**src/rtl/keySetPkg.sv**
```systemverilog
package keySetPkg;

  localparam int NUM_KEYS   = 3;
  localparam int NUM_DIGITS = 6;
  localparam int SEL_W      = $clog2(NUM_DIGITS);

  typedef enum logic [1:0] {
    MODE_RUN  = 2'd0,
    MODE_DATE = 2'd1,
    MODE_TIME = 2'd2
  } setMode_e;

  typedef struct packed {
    logic             incReq;
    setMode_e         mode;
    logic [SEL_W-1:0] digit;
  } ctrlToPath_t;

  function automatic logic [3:0] digitTop(input setMode_e m, input logic [SEL_W-1:0] d);
    logic [3:0] top;
    top = 4'd0;
    if (m == MODE_DATE) begin
      case (d)
        3'd2:    top = 4'd1;
        3'd4:    top = 4'd3;
        default: top = 4'd9;
      endcase
    end else if (m == MODE_TIME) begin
      case (d)
        3'd0:       top = 4'd2;
        3'd2, 3'd4: top = 4'd5;
        default:    top = 4'd9;
      endcase
    end
    return top;
  endfunction

endpackage

```
**src/rtl/keyDebounce.sv**
```systemverilog
module keyDebounce #(
  parameter int DEB_CYCLES = 1250000
) (
  input  logic clk,
  input  logic rstN,
  input  logic keyIn,
  output logic pressPulse
);
  localparam int CNT_W = $clog2(DEB_CYCLES + 1);
  localparam logic [CNT_W-1:0] CNT_LAST = CNT_W'(DEB_CYCLES - 1);

  logic             syncA;
  logic             syncB;
  logic             stableLvl;
  logic [CNT_W-1:0] holdCnt;

  always_ff @(posedge clk) begin
    if (!rstN) begin
      syncA      <= 1'b0;
      syncB      <= 1'b0;
      stableLvl  <= 1'b0;
      holdCnt    <= '0;
      pressPulse <= 1'b0;
    end else begin
      syncA      <= keyIn;
      syncB      <= syncA;
      pressPulse <= 1'b0;
      if (syncB == stableLvl) begin
        holdCnt <= '0;
      end else if (holdCnt == CNT_LAST) begin
        holdCnt    <= '0;
        stableLvl  <= syncB;
        pressPulse <= syncB;
      end else begin
        holdCnt <= holdCnt + 1'b1;
      end
    end
  end
endmodule

```
**src/rtl/setControl.sv**
```systemverilog
module setControl
  import keySetPkg::*;
(
  input  logic                clk,
  input  logic                rstN,
  input  logic [NUM_KEYS-1:0] pressIn,
  output ctrlToPath_t         ctrl,
  output logic                ledOn
);
  localparam logic [SEL_W-1:0] LAST_DIGIT = SEL_W'(NUM_DIGITS - 1);

  setMode_e         modeQ;
  setMode_e         modeNext;
  logic [SEL_W-1:0] digitQ;
  logic             inSetting;

  always_comb begin
    case (modeQ)
      MODE_RUN:  modeNext = MODE_DATE;
      MODE_DATE: modeNext = MODE_TIME;
      default:   modeNext = MODE_RUN;
    endcase
  end

  assign inSetting = (modeQ != MODE_RUN);

  always_ff @(posedge clk) begin
    if (!rstN) begin
      modeQ  <= MODE_RUN;
      digitQ <= '0;
    end else if (pressIn[0]) begin
      modeQ  <= modeNext;
      digitQ <= '0;
    end else if (pressIn[1] && inSetting) begin
      digitQ <= (digitQ == LAST_DIGIT) ? '0 : digitQ + 1'b1;
    end
  end

  assign ctrl.incReq = pressIn[2] && inSetting;
  assign ctrl.mode   = modeQ;
  assign ctrl.digit  = digitQ;
  assign ledOn       = inSetting;
endmodule

```
**src/rtl/setDatapath.sv**
```systemverilog
module setDatapath
  import keySetPkg::*;
(
  input  logic                  clk,
  input  logic                  rstN,
  input  ctrlToPath_t           ctrl,
  output logic [NUM_DIGITS-1:0] dateStb,
  output logic [NUM_DIGITS-1:0] timeStb,
  output logic [3:0]            topValue
);
  for (genvar i = 0; i < NUM_DIGITS; i++) begin : g_stb
    always_ff @(posedge clk) begin
      if (!rstN) begin
        dateStb[i] <= 1'b0;
        timeStb[i] <= 1'b0;
      end else begin
        dateStb[i] <= ctrl.incReq && (ctrl.mode == MODE_DATE) && (ctrl.digit == SEL_W'(i));
        timeStb[i] <= ctrl.incReq && (ctrl.mode == MODE_TIME) && (ctrl.digit == SEL_W'(i));
      end
    end
  end

  assign topValue = digitTop(ctrl.mode, ctrl.digit);
endmodule

```
**src/rtl/keySetCtrl.sv**
```systemverilog
module keySetCtrl
  import keySetPkg::*;
#(
  parameter int DEB_CYCLES = 1250000
) (
  input  logic        clk,
  input  logic        rstN,
  input  logic [2:0]  keyRaw,
  output logic [1:0]  modeOut,
  output logic [2:0]  digitSel,
  output logic [5:0]  dateIncStb,
  output logic [5:0]  timeIncStb,
  output logic [3:0]  digitMax,
  output logic        ledSetting
);
  logic [NUM_KEYS-1:0] pressPulse;
  ctrlToPath_t         ctrl;

  for (genvar k = 0; k < NUM_KEYS; k++) begin : g_key
    keyDebounce #(.DEB_CYCLES(DEB_CYCLES)) deb_i (
      .clk        (clk),
      .rstN       (rstN),
      .keyIn      (keyRaw[k]),
      .pressPulse (pressPulse[k])
    );
  end

  setControl ctrl_i (
    .clk     (clk),
    .rstN    (rstN),
    .pressIn (pressPulse),
    .ctrl    (ctrl),
    .ledOn   (ledSetting)
  );

  setDatapath path_i (
    .clk      (clk),
    .rstN     (rstN),
    .ctrl     (ctrl),
    .dateStb  (dateIncStb),
    .timeStb  (timeIncStb),
    .topValue (digitMax)
  );

  assign modeOut  = ctrl.mode;
  assign digitSel = ctrl.digit;
endmodule

```
**config.mk**
```make
export PLATFORM = sky130hd
export DESIGN_NAME = keySetCtrl
export DESIGN_NICKNAME = d
export VERILOG_FILES = /design/src/rtl/keySetPkg.sv /design/src/rtl/keyDebounce.sv /design/src/rtl/setControl.sv /design/src/rtl/setDatapath.sv /design/src/rtl/keySetCtrl.sv
export SDC_FILE = /design/constraint.sdc
export NUM_CORES = 1
export LEC_CHECK = 0
export BUFFER_PORTS_ARGS = -buffer_cell sky130_fd_sc_hd__buf_2
export CORE_MARGIN = 5
export CORE_UTILIZATION = 50
export CTS_CLUSTER_DIAMETER = 50
export CTS_CLUSTER_SIZE = 40
export DETAILED_ROUTE_END_ITERATION = 16
export GPL_TIMING_DRIVEN = 0
export PLACE_DENSITY = 0.68
export SKIP_CTS_REPAIR_TIMING = 1
export SLEW_MARGIN = 25
export SYNTH_ARGS = -nofsm -noshare
export SYNTH_HDL_FRONTEND = slang
export SYNTH_SLANG_ARGS = --single-unit
```
**constraint.sdc**
```tcl
create_clock -name clk -period 2.3 [get_ports clk]
set_clock_uncertainty 0.05 [all_clocks]
set_input_delay 0.69 -clock clk [delete_from_list [all_inputs] [get_ports clk]]
set_output_delay 0.69 -clock clk [all_outputs]
set_load 0.05 [all_outputs]
```
Word-level counts from Yosys, hierarchy flattened
Cells that the tools add are included.
{ "totals": {"word_cells": 89, "register_bits": 92, "out_inout_bits": 22, "inputBits": 5} }
{ "classes": {"bitwise": 7, "mux": 6, "addsub": 4, "n_reduce_logical": 30, "n_eq_ne": 13} }
{ "ops": {"columns": ["cell", "n"], "rows": [
  ["adder 21 x 1 -> 21 bit (second input constant)", 3],
  ["== test 21 bit (second input constant)", 3],
  ["OR reduction 3 bit", 6],
  ["logical AND 1 bit", 16],
  ["one-hot mux 4 bit (2 select lines)", 2],
  ["2-to-1 mux 4 bit", 2],
  ["inverter 1 bit", 7],
  ["== test 3 x 2 -> 1 bit (second input constant)", 2],
  ["== test 3 bit (second input constant)", 2],
  ["AND reduction 2 bit", 3],
  ["one-hot mux 2 bit (2 select lines)", 1],
  ["OR reduction 2 bit", 2],
  ["adder 3 x 1 -> 3 bit (second input constant)", 1],
  ["== test 1 bit", 3],
  ["== test 3 x 1 -> 1 bit (second input constant)", 1],
  ["zero test 3 bit", 1],
  ["2-to-1 mux 3 bit", 1],
  ["== test 2 x 1 -> 1 bit (second input constant)", 1],
  ["== test 2 bit (second input constant)", 1],
  ["zero test 2 bit", 1],
  ["nonzero test 2 bit", 1]
]} }

Depth between registers and ports, before layout
Gate-level depths: netlist of the first run.
{ "depth": {"word_depth": 5, "depth_mapped": 7, "ltp_nobuf": 5} }

By module
A second synthesis of the first run with hierarchy kept.
{ "hier_totals": {"hier_cells": 446, "hier_area_um2": 4156.5} }
{ "modules_own_cells": {"columns": ["module", "area_per_inst_um2", "cells_per_inst", "n_inst", "seq_area_each_um2"], "rows": [
  ["keyDebounce at g_key[0].deb_i ...", 1111.1, 121, 2, 500.5],
  ["keyDebounce at g_key[1].deb_i", 1201.2, 134, 1, 500.5],
  ["setDatapath", 480.5, 45, 1, 240.2],
  ["setControl", 252.7, 25, 1, 100.1]
]} }

Worst setup path after synthesis of the first run
Ideal clock, no wire load.
{ "synth_timing": {"path_kind": "reg-to-output", "from": "reg ctrl_i.modeQ[0]", "to": "out digitMax[1]", "required_time_ps": 1560, "path_slack_ps": -579, "path_buffers": 0, "stages_incl_launch_ff": 4, "t_arrival_ps": 2139, "path_cell_list": "dfxtp_1 -> nor2b_1 -> a21oi_1 -> nor3_1"} }
{ "synth_between": {"elab_chain_len": 3, "elab_cells_between_ends": 4, "classes_between": "2 x eq/ne; 2 x mux"} }
{ "synth_rtl": {"columns": ["item", "line", "source"], "rows": [
  ["start, declared", "setControl.sv:12", "setMode_e modeQ;"],
  ["start signal, assigned", "setControl.sv:32", "modeQ <= modeNext;"],
  ["== test 2 bit", "keySetPkg.sv:28", "end else if (m == MODE_TIME) begin"],
  ["2-to-1 mux 4 bit", "keySetPkg.sv:28", null],
  ["2-to-1 mux 4 bit (*)", "keySetPkg.sv:22", "if (m == MODE_DATE) begin"],
  ["end, declared", "keySetCtrl.sv:13", "output logic [3:0] digitMax,"]
]} }
Mark *: on every way between the ends. The rest lies on a longest branch, timed or not.

Final worst setup path of the first run
{ "layout_timing": {"from": "reg ctrl_i.digitQ[1]", "to": "out digitMax[3]"} }
{ "layout_between": {"elab_chain_len": 5, "elab_cells_between_ends": 8, "classes_between": "2 x eq/ne; 4 x mux; 2 x reduce/logical"} }
{ "layout_rtl": {"columns": ["item", "line", "source"], "rows": [
  ["start, declared", "setControl.sv:14", "logic [SEL_W-1:0] digitQ;"],
  ["start signal, assigned", "setControl.sv:35", "digitQ <= (digitQ == LAST_DIGIT) ? '0 : digitQ + 1'b1;"],
  ["== test 3 bit / == test 3 x 2 -> 1 bit (equally long branches)", "keySetPkg.sv:23, keySetPkg.sv:29", null],
  ["OR reduction 2 bit", "keySetPkg.sv:29", "case (d)"],
  ["one-hot mux 4 bit (2 select lines)", "keySetPkg.sv:29", null],
  ["2-to-1 mux 4 bit", "keySetPkg.sv:28", null],
  ["2-to-1 mux 4 bit (*)", "keySetPkg.sv:22", null]
]} }
Marked as above.

==> results.tsv, run 1 <==
metric	value	unit
arrival	1.60	ns
final_area	0.004548	mm²
fp.dieArea	0.009861	mm²
antenna_cells	0	
violations	setup timing	
post-route-period-util	101.9	%
antenna_found_initial	0	
ys_seq_elements	92	
dp.cells	591	
die_w	99.31	µm
final_cell_mix	dfxtp_1 (87), nor2_1 (64), nand2_1 (31)	
mostFrequentLayoutCell	dfxtp_1	
outcome	finished with violations	
fin_crit	2.343	ns
maxSlewHeadroom	70.13	%
routed_wl	7945	µm
reg2reg_slack	0.19	ns
yosysWarningCount	0	
clockBufferDepth	2	
power.density	599.4	mW/mm²
globalRoute.totalOverflow	0	
fp.dieH	99.31	µm
grt_pass1_wl	13440	µm
setup_violations	1	
end_kind	output port	
crit_type	flip-flop to output port	
synth_compound_area_share	8.033	%
rsz0062_at_grt	yes	
root_buffer	clkbuf_8	
clk_transition_reported_paths	0.09	ns
ant_nets	0	
syn_avg_cell_area	8.594	µm²
finalCoreUtilization	58.55	%
cts_buffers	9	
slew_violations	0	
min_from	g_key[1].deb_i.syncA	
synth.distinct_cells	38	
wire_per_inst	13.07	µm
required	1.56	ns
hold_viol_final	0	
cp_max_fo	4	
gp_congestion	0.8287	
power	0.002726	W
numPortBuffers	25	
ys_seq_area_share	46.19	%
htree_levels	3	
layout-drive-gt1-share	14.03	%
gr-usage-all-layers	16.39	%
grt_max_degree	17	
start_kind	flip-flop	
cts_tree	built	
hold_end	g_key[1].deb_i.syncB	
tightestPinTransition	0.4439	ns
nets	510	
synth-xor-area-share	9.005	%
row_count	32	
max-cap-violations	0	
leakagePower	1.479	nW
fin_cells	608	
insertion_delay	0.36	ns
timing.rr.start	g_key[2].deb_i.holdCnt[0]	
placed_area	0.004278	mm²
synthesis.area	0.003988	mm²
ios	27	
synth_nets	473	
fmax	426.8	MHz
setup_ws	-0.04310	ns
grt_pass1_vias	3008	
synth_top_family_by_area	simple AND/OR/NAND/NOR gates	
area_growth_syn_to_layout	14.06	%
r2r_cells	5	
max-vdd-ir-drop	0.3145	mV
hold_path.class	flip-flop to flip-flop	
start_util	51.34	%
vias	3333	
dp_hpwl	5701	µm
drcViolationCount	0	
cts.sinks	92	
synth_fa_ha_area_share	1.255	%
synthSimpleGateAreaFrac	31.85	%
viasPerCell	5.482	
dr.first_iter.drc_count	97	
drt-pass1-iter-count	4	
synth_mux_area_share	0.5020	%
rr_endpoint	g_key[2].deb_i.holdCnt[20]	
syn_inst	464	
place_ws	0.08118	ns
worstHoldPathCells	1	
fp.coreArea	0.007767	mm²
-- worst max-delay path, stage by stage, from the launching register on --
cell	delay (ns)
dfxtp_4	0.37
or3_4	0.38
a21o_4	0.23
o21a_4	0.11
buf_6	0.15
-- through the flow --
stage	TNS (ns)	hold WS (ns)
floorplan	0	0.3619
global placement	0	0.3649
detailed placement	0	0.3742
CTS	-0.6274	0.3947
global route	-0.1189	0.4174
finish	-0.04310	0.3934
-- synthesized netlist by cell type (all sizes together) --
library cell | instances | area share, %
nor3b | 4 | 0.75
nand2b | 1 | 0.16
a21o | 1 | 0.19
o31ai | 7 | 1.3
nand3b | 3 | 0.56
inv | 15 | 1.4
nand2 | 32 | 3.2
nand3 | 26 | 3.3
or2 | 3 | 0.47
clkbuf | 16 | 1.5
or3 | 17 | 2.7
nor2b | 2 | 0.31
nor3 | 7 | 0.88
a21oi | 26 | 3.3
and4 | 7 | 1.5
o211ai | 3 | 0.56
or4b | 1 | 0.25
nand4 | 19 | 3.0
or4 | 11 | 2.1
nor4bb | 1 | 0.25
and4b | 2 | 0.50
nand4b | 2 | 0.44
dfxtp | 92 | 46
o21a | 3 | 0.56
mux2i | 2 | 0.50
xnor2 | 22 | 4.8
and3 | 4 | 0.66
nor2 | 64 | 6.0
and2 | 11 | 1.7
ha | 4 | 1.3
nor4 | 13 | 2.0
and3b | 1 | 0.22
nor4b | 4 | 0.88
xor2 | 19 | 4.2
o21ai | 17 | 2.1
buf | 2 | 0.25
-- metal layers --
layer	part of all wire, %	vias up	track usage [%]
li1	-	1710	-
met1	48	1543	21.60
met2	46	72	26.29
met3	4.7	8	2.945
met4	1.7	0	7.143
met5	0	-	0
-- state kept, by name, indices dropped and copies added (netlist names) --
name,cells
g_key.deb_i.holdCnt,63
ctrl_i.modeQ,2
g_key.deb_i.syncB,3
path_i.timeStb,6
g_key.deb_i.pressPulse,3
g_key.deb_i.stableLvl,3
path_i.dateStb,6
g_key.deb_i.syncA,3
ctrl_i.digitQ,3
-- worst max-delay path by stage --
stage	start	end	cells after the start
floorplan	ctrl_i.digitQ[1]	digitMax[3]	4
global placement	ctrl_i.digitQ[1]	digitMax[3]	5
detailed placement	g_key[2].deb_i.holdCnt[0]	g_key[2].deb_i.holdCnt[20]	6
CTS	ctrl_i.digitQ[1]	digitMax[3]	5
global route	ctrl_i.digitQ[1]	digitMax[3]	4
finish	ctrl_i.digitQ[1]	digitMax[3]	4
-- area by class of cell --
class	count	area, µm²
inverters	15	56.30
repair buffers	29	163.9
multi-input cells	339	2085
fillers	728	3219
well taps	102	127.6
plain buffers	15	65.06
clock inverters	6	70.07
flip-flops and latches	92	1853
clock buffers	10	127.6
-- report_power, final --
| group | leakage, nW | total (W) | switching, W | internal [W] |
|---|---|---|---|---|
| sequential | 0.745 | 0.00160 | 0.00000402 | 0.00160 |
| clock | 0.101 | 0.00110 | 0.000584 | 0.000513 |
| combinational | 0.632 | 0.0000302 | 0.0000206 | 0.00000958 |
| total | 1.48 | 0.00273 | 0.000608 | 0.00212 |
-- cell families (layout without fill, tap and decap cells) --
group,Yosys count,count (layout)
flip-flops,92,92
XOR/XNOR,41,41
adder cells (fa/ha/maj),4,4
multiplexers,2,2
buffers and inverters,33,75
AO/OA/AOI/OAI,57,57
AND/OR/NAND/NOR,235,235
(Power assumes the default switching activity.)
==> run 2: changes to the inputs <==
- ABC_CLOCK_PERIOD_IN_PS: unset -> 2300
- SETUP_SLACK_MARGIN: unset -> 0.02
==> run 2 against run 1 <==
Effect of this change:
- the run still ends with setup timing left
- non-clock buffer count fell by 2
- clock-buffer cell count fell by 1
- cell count fell by 0.33%
- sequential cell count did not move
- combinational power fell by 2%
- power rose by 8.8%
- die area did not move
- critical endpoint unchanged
- largest power group unchanged
==> results.tsv, run 2 (synthesized netlist as in run 1, its figures left out) <==
metric	value	unit	change
largest_reg_flops	63		unchanged
vias	3284		was 3333
start_util	51.34	%	unchanged
hold_viol_final	0		unchanged
hold_end	g_key[2].deb_i.syncB		was g_key[1].deb_i.syncB
antenna_found_initial	0		unchanged
reg.largest.list	g_key.deb_i.holdCnt x63, path_i.dateStb x6, path_i.timeStb x6		unchanged
cp_num_buf_inv	1		unchanged
place_ws	0.05498	ns	was 0.08118 ns
fp.dieArea	0.009861	mm²	unchanged
fin_crit	2.353	ns	was 2.343 ns
clkPwrFrac	45.0	%	was 40.2%
row_count	32		unchanged
hold_path.class	flip-flop to flip-flop		unchanged
drcViolationCount	0		unchanged
cp_slowest_cell	or3_4		unchanged
power_frac_seq	54.0	%	was 58.7%
required	1.56	ns	about the same
numPortBuffers	25		unchanged
p_comb_share	1.0	%	was 1.1%
min_from	g_key[2].deb_i.syncA		was g_key[1].deb_i.syncA
power.density	646.8	mW/mm²	was 599.4 mW/mm²
p_sw_share	20.83	%	was 22.31%
max-cap-violations	0		unchanged
top_register	g_key.deb_i.holdCnt		unchanged
dr.first_iter.drc_count	78		was 97
post-route-period-util	102.3	%	was 101.9%
layout-drive-gt1-share	13.89	%	was 14.03%
rsz0062_at_grt	yes		unchanged
num-fill-cells	719		was 728
finalSetupTns	-0.05726	ns	was -0.04310 ns
ios	27		unchanged
drt-pass1-iter-count	4		unchanged
r2r_cells	5		unchanged
gp_congestion	0.8243		was 0.8287
cts_buffers	9		unchanged
htree_levels	3		unchanged
nets	508		was 510
timing.rr.start	g_key[2].deb_i.holdCnt[0]		unchanged
leakagePower	1.494	nW	was 1.479 nW
end_kind	output port		unchanged
area_growth_syn_to_layout	14.97	%	was 14.06%
fp.coreArea	0.007767	mm²	unchanged
start_kind	flip-flop		unchanged
reg2reg_slack	0.17	ns	was 0.19 ns
arrival	1.61	ns	was 1.60 ns
setup_ws	-0.05337	ns	was -0.04310 ns
path_cells	or3_4 > a21o_4 > o21a_4 > buf_6		unchanged
routed_wl	7944	µm	was 7945 µm
clockBufferDepth	2		unchanged
grt_pass1_vias	2984		was 3008
globalRoute.totalOverflow	0		unchanged
dp_hpwl	5678	µm	was 5701 µm
maxSlewHeadroom	65.25	%	was 70.13%
cts.sinks	92		unchanged
wire_per_inst	13.11	µm	was 13.07 µm
crit_family	simple AND/OR/NAND/NOR gates		unchanged
final_cell_mix	dfxtp_1 (88), nor2_1 (64), nand2_1 (31)		was dfxtp_1 (87), nor2_1 (64), nand2_1 (31)
insertion_delay	0.36	ns	about the same
clk_transition_reported_paths	0.10	ns	was 0.09 ns
grt_max_degree	18		was 17
tightestPinTransition	0.5213	ns	was 0.4439 ns
outcome	finished with violations		unchanged
viasPerCell	5.419		was 5.482
fp.dieH	99.31	µm	unchanged
violations	setup timing		unchanged
power	0.002965	W	was 0.002726 W
setup_violations	2		was 1
crit_path_start	ctrl_i.digitQ[1]		unchanged
fmax	424.9	MHz	was 426.8 MHz
grt_pass1_wl	13560	µm	was 13440 µm
worstHoldPathCells	1		unchanged
mostFrequentLayoutCell	dfxtp_1		unchanged
die_w	99.31	µm	unchanged
gr-usage-all-layers	16.36	%	was 16.39%
ant_nets	0		unchanged
max-vdd-ir-drop	0.3384	mV	was 0.3145 mV
cts_tree	built		unchanged
root_buffer	clkbuf_8		unchanged
crit_type	flip-flop to output port		unchanged
max_stage_delay	0.39	ns	was 0.38 ns
antenna_cells	0		unchanged
power.switching	0.0006175	W	was 0.0006082 W
cp_max_fo	7		was 4
intPower	0.002348	W	was 0.002118 W
slew_violations	0		unchanged
rr_endpoint	g_key[2].deb_i.holdCnt[20]		unchanged
run 2: cell count changes in the layout (fill, tap and decap cells not counted), sizes merged:
cell / before / now
buf: 31 / 30
bufinv: 1 / 3
clkbuf: 23 / 21
clkinv: 3 / 0
inv: 17 / 19
run 2: how the worst max path moves through the flow:
| stage | endpoint | slack, ns | depth (start not counted) |
|---|---|---|---|
| final | digitMax[3] | -0.05 | 4 |
| after global routing | digitMax[3] | -0.11 | 4 |
| after CTS | digitMax[3] | -0.29 | 5 |
| after detailed placement | g_key[2].deb_i.holdCnt[20] | 0.05 | 6 |
| after global placement | digitMax[3] | 0.12 | 5 |
| after floorplan | digitMax[3] | 0.03 | 4 |
run 2: routing by layer:
layer	GRT usage [%]	wire length, µm	vias to the layer above
met5	0	0	-
met4	7.038	133	0
met3	3.086	361	10
met2	25.57	3620	54
met1	22.09	3828	1512
li1	-	-	1708
run 2: power by group through the flow:
stage	Clock, W	Combinational [W]	Sequential (W)
2_1_floorplan	0	0.0000197	0.00164
3_3_place_gp	0	0.0000288	0.00164
3_5_place_dp	0	0.0000296	0.00164
4_1_cts	0.00136	0.0000297	0.00160
5_1_grt	0.00144	0.0000341	0.00160
6_report	0.00133	0.0000297	0.00160
run 2: stage by stage:
stage / instance area [µm²] / util [%] / std cells / hold WS [ns]
detailed placement: 4272 / 54.99 / 591 / 0.3781
finish: 4584 / 59.02 / 606 / 0.3870
floorplan: 4019 / - / 464 / 0.3619
global placement: 4272 / 54.99 / 591 / 0.3645
global route: 4584 / 59.02 / 606 / 0.4064
CTS: 4523 / 58.23 / 607 / 0.3963
run 2: area by class of cell:
type	instances	area (µm²)	share of cell area, %
inverters	15	56.30	1.228
flip-flops and latches	92	1849	40.34
clock buffers	9	123.9	2.702
well taps	102	127.6	2.784
clock inverters	7	127.6	2.784
plain buffers	15	66.31	1.447
multi-input cells	339	2081	45.39
repair buffers	27	152.6	3.330
run 2: worst register-to-register path: cells and delay by family (launching register included):
kind	cells	cell delay (ns)
flops	1	0.37
simple gates	3	1.24
compound gates	1	0.17
fa+ha+maj	1	0.23
